<file path="config.mk">
export PLATFORM = sky130hd
export DESIGN_NAME = vit_acs_array
export DESIGN_NICKNAME = d
export VERILOG_FILES = /design/src/rtl/vit_acs_pkg.sv /design/src/rtl/vit_metric_bank.sv /design/src/rtl/vit_acs_bfly.sv /design/src/rtl/vit_dec_packer.sv /design/src/rtl/vit_acs_array.sv
export SDC_FILE = /design/constraint.sdc
export NUM_CORES = 2
export LEC_CHECK = 0
export CORE_ASPECT_RATIO = 1.4
export CORE_MARGIN = 2
export CORE_UTILIZATION = 60
export CTS_CLUSTER_DIAMETER = 150
export DETAILED_ROUTE_END_ITERATION = 16
export DONT_BUFFER_PORTS = 1
export PLACE_DENSITY = 0.73
export SKIP_LAST_GASP = 1
export SYNTH_ARGS = -nofsm -noshare
export SYNTH_HDL_FRONTEND = slang
export SYNTH_SLANG_ARGS = --single-unit
</file>
<file path="constraint.sdc">
create_clock -name clk -period 13.7 [get_ports clk]
set_input_delay 2.74 -clock clk [delete_from_list [all_inputs] [get_ports clk]]
set_output_delay 2.74 -clock clk [all_outputs]
set_load 0.01 [all_outputs]
</file>
<file path="src/rtl/vit_acs_pkg.sv">
package vit_acs_pkg;

  typedef enum logic [1:0] {
    ST_IDLE  = 2'd0,
    ST_READ  = 2'd1,
    ST_DRAIN = 2'd2
  } acs_state_t;

  // Butterfly kind: bit 1 selects the difference branch value, bit 0 the
  // reversed sign form. Both come from the coded pair of the even
  // predecessor with a zero input bit.
  function automatic logic [1:0] bfly_kind(input int unsigned j,
                                           input logic [31:0] gen_a,
                                           input logic [31:0] gen_b);
    logic [31:0] sreg;
    logic        c0;
    logic        c1;
    sreg = 32'(2 * j);
    c0   = ^(sreg & gen_a);
    c1   = ^(sreg & gen_b);
    return {c0 ^ c1, c0};
  endfunction

endpackage

</file>
<file path="src/rtl/vit_metric_bank.sv">
module vit_metric_bank #(
  parameter int W  = 16,
  parameter int AW = 5
) (
  input  logic          clk,
  input  logic          we,
  input  logic [AW-1:0] waddr,
  input  logic [W-1:0]  wdata,
  input  logic [AW-1:0] raddr,
  output logic [W-1:0]  rdata
);
  localparam int DEPTH = 1 << AW;

  logic [W-1:0] mem [DEPTH];

  // Simple dual-port memory with a registered read port.
  always_ff @(posedge clk) begin
    if (we) mem[waddr] <= wdata;
    rdata <= mem[raddr];
  end
endmodule

</file>
<file path="src/rtl/vit_acs_bfly.sv">
module vit_acs_bfly #(
  parameter int MET_W = 16
) (
  input  logic                    clk,
  input  logic                    rst,
  input  logic                    en,
  input  logic signed [MET_W-1:0] old_e,
  input  logic signed [MET_W-1:0] old_o,
  input  logic signed [MET_W-1:0] t_in,
  input  logic                    rev,
  output logic signed [MET_W-1:0] new_lo,
  output logic signed [MET_W-1:0] new_hi,
  output logic                    d_lo,
  output logic                    d_hi
);
  localparam int XW = MET_W + 2;

  logic signed [XW-1:0] ew, ow, tw, ts;
  logic signed [XW-1:0] lo_a, lo_b, hi_a, hi_b, lo_w, hi_w;
  logic                 ovf_lo, ovf_hi;

  always_comb begin
    ew   = old_e;
    ow   = old_o;
    tw   = t_in;
    ts   = rev ? -tw : tw;
    lo_a = ew + ts;
    lo_b = ow - ts;
    hi_a = ew - ts;
    hi_b = ow + ts;
    d_lo = (lo_a <= lo_b);
    d_hi = (hi_a <= hi_b);
    lo_w = d_lo ? lo_b : lo_a;
    hi_w = d_hi ? hi_b : hi_a;
    new_lo = lo_w[MET_W-1:0];
    new_hi = hi_w[MET_W-1:0];
    ovf_lo = !((&lo_w[XW-1:MET_W-1]) || !(|lo_w[XW-1:MET_W-1]));
    ovf_hi = !((&hi_w[XW-1:MET_W-1]) || !(|hi_w[XW-1:MET_W-1]));
  end

  // Survivor metrics must fit the metric width.
  p_no_overflow_r9: assert property (@(posedge clk) disable iff (rst)
    en |-> (!ovf_lo && !ovf_hi));
endmodule

</file>
<file path="src/rtl/vit_dec_packer.sv">
module vit_dec_packer #(
  parameter int WORD_W = 16,
  parameter int SW     = 2
) (
  input  logic              clk,
  input  logic              rst,
  input  logic              en,
  input  logic              last,
  input  logic [SW-1:0]     sel,
  input  logic              d_lo,
  input  logic              d_hi,
  output logic              valid_o,
  output logic [SW-1:0]     sel_o,
  output logic [WORD_W-1:0] word_o
);
  localparam int SHW = WORD_W - 2;

  logic [SHW-1:0] shreg;
  logic [SW-1:0]  prev_sel;

  always_ff @(posedge clk) begin
    if (rst) begin
      valid_o  <= 1'b0;
      sel_o    <= '0;
      word_o   <= '0;
      shreg    <= '0;
      prev_sel <= '0;
    end else begin
      valid_o <= 1'b0;
      if (en) begin
        if (last) begin
          word_o  <= {shreg, d_lo, d_hi};
          sel_o   <= sel;
          valid_o <= 1'b1;
        end else begin
          shreg <= {shreg[SHW-3:0], d_lo, d_hi};
        end
      end
      if (valid_o) prev_sel <= sel_o;
    end
  end

  // Words of one step are spaced apart, never back to back.
  p_word_gap_r6: assert property (@(posedge clk) disable iff (rst)
    valid_o |=> !valid_o);

  // Word indices climb by one inside a step.
  p_sel_order_r6: assert property (@(posedge clk) disable iff (rst)
    (valid_o && sel_o != '0) |-> (sel_o == SW'(prev_sel + 1'b1)));
endmodule

</file>
<file path="src/rtl/vit_acs_array.sv">
module vit_acs_array
  import vit_acs_pkg::*;
#(
  parameter int          K           = 7,
  parameter int          SOFT_W      = 8,
  parameter int          MET_W       = 16,
  parameter int          WORD_W      = 16,
  parameter logic [31:0] POLY_A      = 32'o133,
  parameter logic [31:0] POLY_B      = 32'o171,
  parameter int          BIAS        = 64,
  parameter int          NORM_THRESH = 16384,
  parameter int          NORM_OFFSET = 16384
) (
  input  logic                                       clk,
  input  logic                                       rst,
  input  logic                                       start,
  input  logic                                       in_valid,
  input  logic [SOFT_W-1:0]                          soft_a,
  input  logic [SOFT_W-1:0]                          soft_b,
  output logic                                       in_ready,
  output logic                                       dec_valid,
  output logic [$clog2((1<<(K-2))*2/WORD_W)-1:0]     dec_sel,
  output logic [WORD_W-1:0]                          dec_word
);
  localparam int NS    = 1 << (K - 1);
  localparam int NB    = NS / 2;
  localparam int JW    = K - 2;
  localparam int IW    = K - 3;
  localparam int AW    = IW + 1;
  localparam int BPW   = WORD_W / 2;
  localparam int NWORD = NB / BPW;
  localparam int SW    = $clog2(NWORD);
  localparam int LW    = JW - SW;
  localparam int NBANK = 4;
  localparam logic signed [MET_W-1:0] BIAS_M = MET_W'(BIAS);
  localparam logic signed [MET_W-1:0] THR_M  = MET_W'(NORM_THRESH);
  localparam logic signed [MET_W-1:0] OFS_M  = MET_W'(NORM_OFFSET);

  acs_state_t st;
  logic       rdy_q, init_done, fresh, norm_pend, norm_hit, rd_pp;
  logic       jp_vld;
  logic [JW-1:0] rd_j, jp;
  logic signed [MET_W-1:0] t_sum, t_diff;
  logic signed [MET_W-1:0] a_x, b_x;
  logic       acc;

  // Per-butterfly branch kind, computed from the generator pair
  logic [1:0] kind [NB];
  for (genvar gj = 0; gj < NB; gj++) begin : g_kind
    assign kind[gj] = bfly_kind(gj, POLY_A, POLY_B);
  end

  assign a_x      = {{(MET_W-SOFT_W){soft_a[SOFT_W-1]}}, soft_a};
  assign b_x      = {{(MET_W-SOFT_W){soft_b[SOFT_W-1]}}, soft_b};
  assign in_ready = rdy_q;
  assign acc      = in_valid && rdy_q;

  // Step sequencer: one read per cycle, writes trail by one cycle
  always_ff @(posedge clk) begin
    if (rst) begin
      st        <= ST_IDLE;
      rdy_q     <= 1'b0;
      init_done <= 1'b0;
      fresh     <= 1'b0;
      norm_pend <= 1'b0;
      rd_pp     <= 1'b0;
      rd_j      <= '0;
      jp        <= '0;
      jp_vld    <= 1'b0;
      t_sum     <= '0;
      t_diff    <= '0;
    end else begin
      jp_vld <= (st == ST_READ);
      jp     <= rd_j;
      case (st)
        ST_IDLE: begin
          if (start) begin
            init_done <= 1'b1;
            fresh     <= 1'b1;
            norm_pend <= 1'b0;
            rdy_q     <= 1'b1;
          end
          if (acc) begin
            st     <= ST_READ;
            rdy_q  <= 1'b0;
            rd_j   <= '0;
            t_sum  <= a_x + b_x;
            t_diff <= a_x - b_x;
          end
        end
        ST_READ: begin
          rd_j <= rd_j + 1'b1;
          if (rd_j == JW'(NB - 1)) st <= ST_DRAIN;
        end
        ST_DRAIN: begin
          st        <= ST_IDLE;
          rdy_q     <= 1'b1;
          rd_pp     <= ~rd_pp;
          fresh     <= 1'b0;
          norm_pend <= norm_hit;
        end
        default: st <= ST_IDLE;
      endcase
    end
  end

  // Metric store: four banks split by the state's top and bottom bits,
  // so each butterfly hits each bank at most once for read and write.
  logic [MET_W-1:0]        rdq [NBANK];
  logic signed [MET_W-1:0] new_lo, new_hi;
  logic                    d_lo, d_hi;

  for (genvar gb = 0; gb < NBANK; gb++) begin : g_bank
    localparam logic PB = 1'(gb % 2);
    localparam logic HB = 1'(gb / 2);
    logic             we_b;
    logic [MET_W-1:0] wd_b;
    assign we_b = jp_vld && (jp[0] == PB);
    assign wd_b = HB ? new_hi : new_lo;
    vit_metric_bank #(.W(MET_W), .AW(AW)) u_bank (
      .clk   (clk),
      .we    (we_b),
      .waddr ({~rd_pp, jp[JW-1:1]}),
      .wdata (wd_b),
      .raddr ({rd_pp, rd_j[IW-1:0]}),
      .rdata (rdq[gb])
    );
  end

  // Old-metric conditioning: frame bias, then pending offset removal
  logic signed [MET_W-1:0] mem_e, mem_o, old_e, old_o, t_sel;
  logic                    rev_sel;

  always_comb begin
    mem_e = jp[JW-1] ? rdq[2] : rdq[0];
    mem_o = jp[JW-1] ? rdq[3] : rdq[1];
    if (fresh) begin
      old_e = (jp == '0) ? BIAS_M : '0;
      old_o = '0;
    end else if (norm_pend) begin
      old_e = mem_e - OFS_M;
      old_o = mem_o - OFS_M;
    end else begin
      old_e = mem_e;
      old_o = mem_o;
    end
    t_sel   = kind[jp][1] ? t_diff : t_sum;
    rev_sel = kind[jp][0];
  end

  vit_acs_bfly #(.MET_W(MET_W)) u_bfly (
    .clk    (clk),
    .rst    (rst),
    .en     (jp_vld),
    .old_e  (old_e),
    .old_o  (old_o),
    .t_in   (t_sel),
    .rev    (rev_sel),
    .new_lo (new_lo),
    .new_hi (new_hi),
    .d_lo   (d_lo),
    .d_hi   (d_hi)
  );

  // Normalisation trigger taken from the state-0 survivor of the step
  always_ff @(posedge clk) begin
    if (rst) norm_hit <= 1'b0;
    else if (jp_vld && jp == '0) norm_hit <= (new_lo >= THR_M);
  end

  vit_dec_packer #(.WORD_W(WORD_W), .SW(SW)) u_pack (
    .clk     (clk),
    .rst     (rst),
    .en      (jp_vld),
    .last    (&jp[LW-1:0]),
    .sel     (jp[JW-1:LW]),
    .d_lo    (d_lo),
    .d_hi    (d_hi),
    .valid_o (dec_valid),
    .sel_o   (dec_sel),
    .word_o  (dec_word)
  );

  // Nothing is accepted before a frame has been opened.
  p_no_ready_before_start_r1: assert property (@(posedge clk) disable iff (rst)
    !init_done |-> !in_ready);

  // An idle start opens a frame with the bias set.
  p_init_r2: assert property (@(posedge clk) disable iff (rst)
    (start && st == ST_IDLE) |=> (in_ready && fresh && init_done));

  // Taking a step drops ready on the next cycle.
  p_ready_drop_r7: assert property (@(posedge clk) disable iff (rst)
    (in_valid && in_ready) |=> !in_ready);

  // A start inside a step leaves the metric conditioning untouched.
  p_start_ignored_r10: assert property (@(posedge clk) disable iff (rst)
    (start && st == ST_READ) |=> ($stable(fresh) && $stable(norm_pend)));
endmodule

</file>
==> flow_summary.toml <==
[run_status]
status = "finished, final reports clean"

[yosys]
netlist_area_um2 = 87000
synth_compound_area_share_pct = 1.96
synth_fp_nets = 4300
synth-simple-area-share_pct = 2.33
synth_edf_count = 2048
async_flop_share_pct = 0
avgSynthCellArea_um2 = 21.0
synth_seq_cells = 2180
yosysSeqAreaShare_pct = 73.8
syn_inst = 4149
ys_warn_count = 0
synthXorXnorAreaFrac_pct = 0.836
ys.flop_type = "edfxtp_1"
synth_mux_area_share_pct = 17.9
synth_fa_ha_area_share_pct = 1.94
synth_top_family_by_area = "multiplexers"
synth.distinct_cells = 67

[critical_path]
critPathMaxFanout = 33
cp.required_ps = 14290
slowest_stage = "xnor2_2"
slowest_delay_ps = 720
worstSetupPathType = "reg2reg"
critPathLaunchType = "register"
cpMostUsedCell = "ha_1"
endpoint_kind = "register"
critPathArrivalTime_ps = 9120

[placement]
placedCellCount = 5983
dp_hpwl_um = 114000
gp_congestion = 0.975
port_buffers = 0
dp_slack_ps = 5220
placed_cell_area_um2 = 90400

[clock_tree]
cts-root-buf = "clkbuf_16"
cts.sink_count = 2180
postCtsHoldBufs = 0
htree_levels = 4
numCtsBuffers = 185
cts_buffer_depth = 3
clk_latency_ps = 840
path_clk_slew_ps = 80
cts_tree = "yes"
cts_resized = 0
post_cts_buffers = 0

[timing]
finalCriticalPeriod_ps = 8530
hold_viol = 0
timing.slew.headroom_pct = 16.7
skew_ps = 30.2
setup_violations = 0
tns_ps = 0
max_clock_freq_mhz = 117
fin_hold_ws_ps = 450
rsz0062_at_grt = "false"
worst_slew_pin_slew_ps = 1250
slew_viol_final = 0
post-route-period-util_pct = 62.2
setup_ws_ps = 5170

[final_layout]
nNetsFinal = 4401
finish.instance_area_um2 = 96300
syn2layout_area_growth_pct = 10.7
fin_cells = 6331
utilization_pct = 66.8
drive_above_1_share_pct = 27.5

[routing]
dr_total_vias = 41813
drt-initial-drc-count = 4700
wl_per_cell_um = 33.4
postRouteAntennaNets = 0
drc = 0
wirelength_um = 211000
firstDrtPassIters = 5
avgViaCountPerCell = 6.60

[floorplan]
die_w_um = 326
die-area_um2 = 148000
placementRows = 165
start_util_pct = 60.3
die_h_um = 454
io_pins = 40
core_um2 = 144000

[global_routing]
grt_pass1_vias = 42857
antenna_found_initial = 7
grt_first_pass_wirelength_um = 302000
grt_use_total_pct = 29.2
overflow = 0
grt_max_degree = 143

[hold_path]
hp-class = "reg2reg"

[power_and_ir_drop]
irDropWorstVdd_mv = 0.208
power_mw = 17.9
p_leak_nw = 29.6
power_density_nw_per_um2 = 186

[flow_run]
max-cap-violations = 0
[sequential cells by signal (all words and copies together), names as in the netlist, 2 cells and up]
name	cells
g_bank.u_bank.rdata	64
u_pack.sel_o	2
jp	5
u_pack.shreg	14
rd_j	5
st	2
t_sum	9
u_pack.word_o	16
t_diff	8
g_bank.u_bank.mem	2048
[cells in the final DEF, fill, tap and decap left out, types with 22 or more instances in the layout]
| cell type | instances |
|---|---|
| clkinv_1 | 40 |
| dfxtp_1 | 126 |
| mux2i_1 | 39 |
| mux4_2 | 640 |
| edfxtp_1 | 2048 |
| nor3_1 | 24 |
| clkinv_2 | 33 |
| mux2_2 | 65 |
| inv_1 | 84 |
| clkbuf_16 | 187 |
| a21oi_1 | 108 |
| buf_4 | 118 |
| xnor2_1 | 63 |
| ha_1 | 125 |
| nor2_4 | 64 |
| a211oi_1 | 22 |
| clkbuf_1 | 43 |
| o21ai_0 | 26 |
| nor2_1 | 130 |
| nand2_1 | 105 |
[area by class of cell]
class	count	area, um^2
flip-flops and latches	2180	64200
fillers	9101	47800
multi-input cells	1678	22600
clock buffers	238	4950
well taps	1920	2400
repair buffers	122	966
clock inverters	107	906
inverters	83	312
diodes	3	7.51
[synthesized netlist by cell type (all sizes together), types with 25 or more instances]
library cell	instances	area share [%]
a21oi	119	0.68
buf	41	0.19
ha	125	1.8
dfxtp	132	3.0
clkbuf	167	0.72
nor3	25	0.14
mux2i	43	0.49
inv	83	0.36
mux2	65	0.84
nand2	105	0.45
mux4	640	17
o21ai	41	0.24
nor2	194	0.84
xnor2	64	0.64
edfxtp	2048	71
[critical path: cells and delay by family, from the launching register on]
kind            cells  cell delay (ps)
flops               1              440
compound gates     10             2500
fa+ha+maj           4             1260
mux                 1              390
xor+xnor            2              810
simple gates        9             1770
buf+inv             3             1030
[metal layers]
layer / global-route usage, % / routed length [um] / share of wire (%)
met1: 37.4 / 75800 / 36
met2: 49.6 / 109000 / 51
met3: 3.65 / 14400 / 6.8
met4: 15.3 / 12300 / 5.8
met5: 0 / 0 / 0
[kinds of logic after synthesis]
logic type / after synthesis
DFF: 2180
muxes: 748
and+or+nand+nor: 446
buffers and inverters: 291
AOI/OAI and AO/OA: 270
adders and majority gates: 131
xor gates and xnor gates: 83
[worst paths after layout]
path / slack (ps) / depth (start not counted) / from / end
worst max-delay path: 5170 / 29 / jp[0] / g_bank[0].u_bank.mem[30][14]
worst min-delay path: 450 / 2 / u_pack.shreg[13] / u_pack.word_o[15]
worst max register to register: 5170 / 29 / jp[0] / g_bank[0].u_bank.mem[30][14]
worst min register to register: 450 / 2 / u_pack.shreg[13] / u_pack.word_o[15]
[report_power, final]
part           total [mW]  switching [mW]  internal, mW
combinational        3.41            2.81         0.597
clock                5.10            2.32          2.77
sequential           9.35          0.0189          9.34
total                17.9            5.15          12.7
Note: power is estimated with default switching activity, not from simulation.
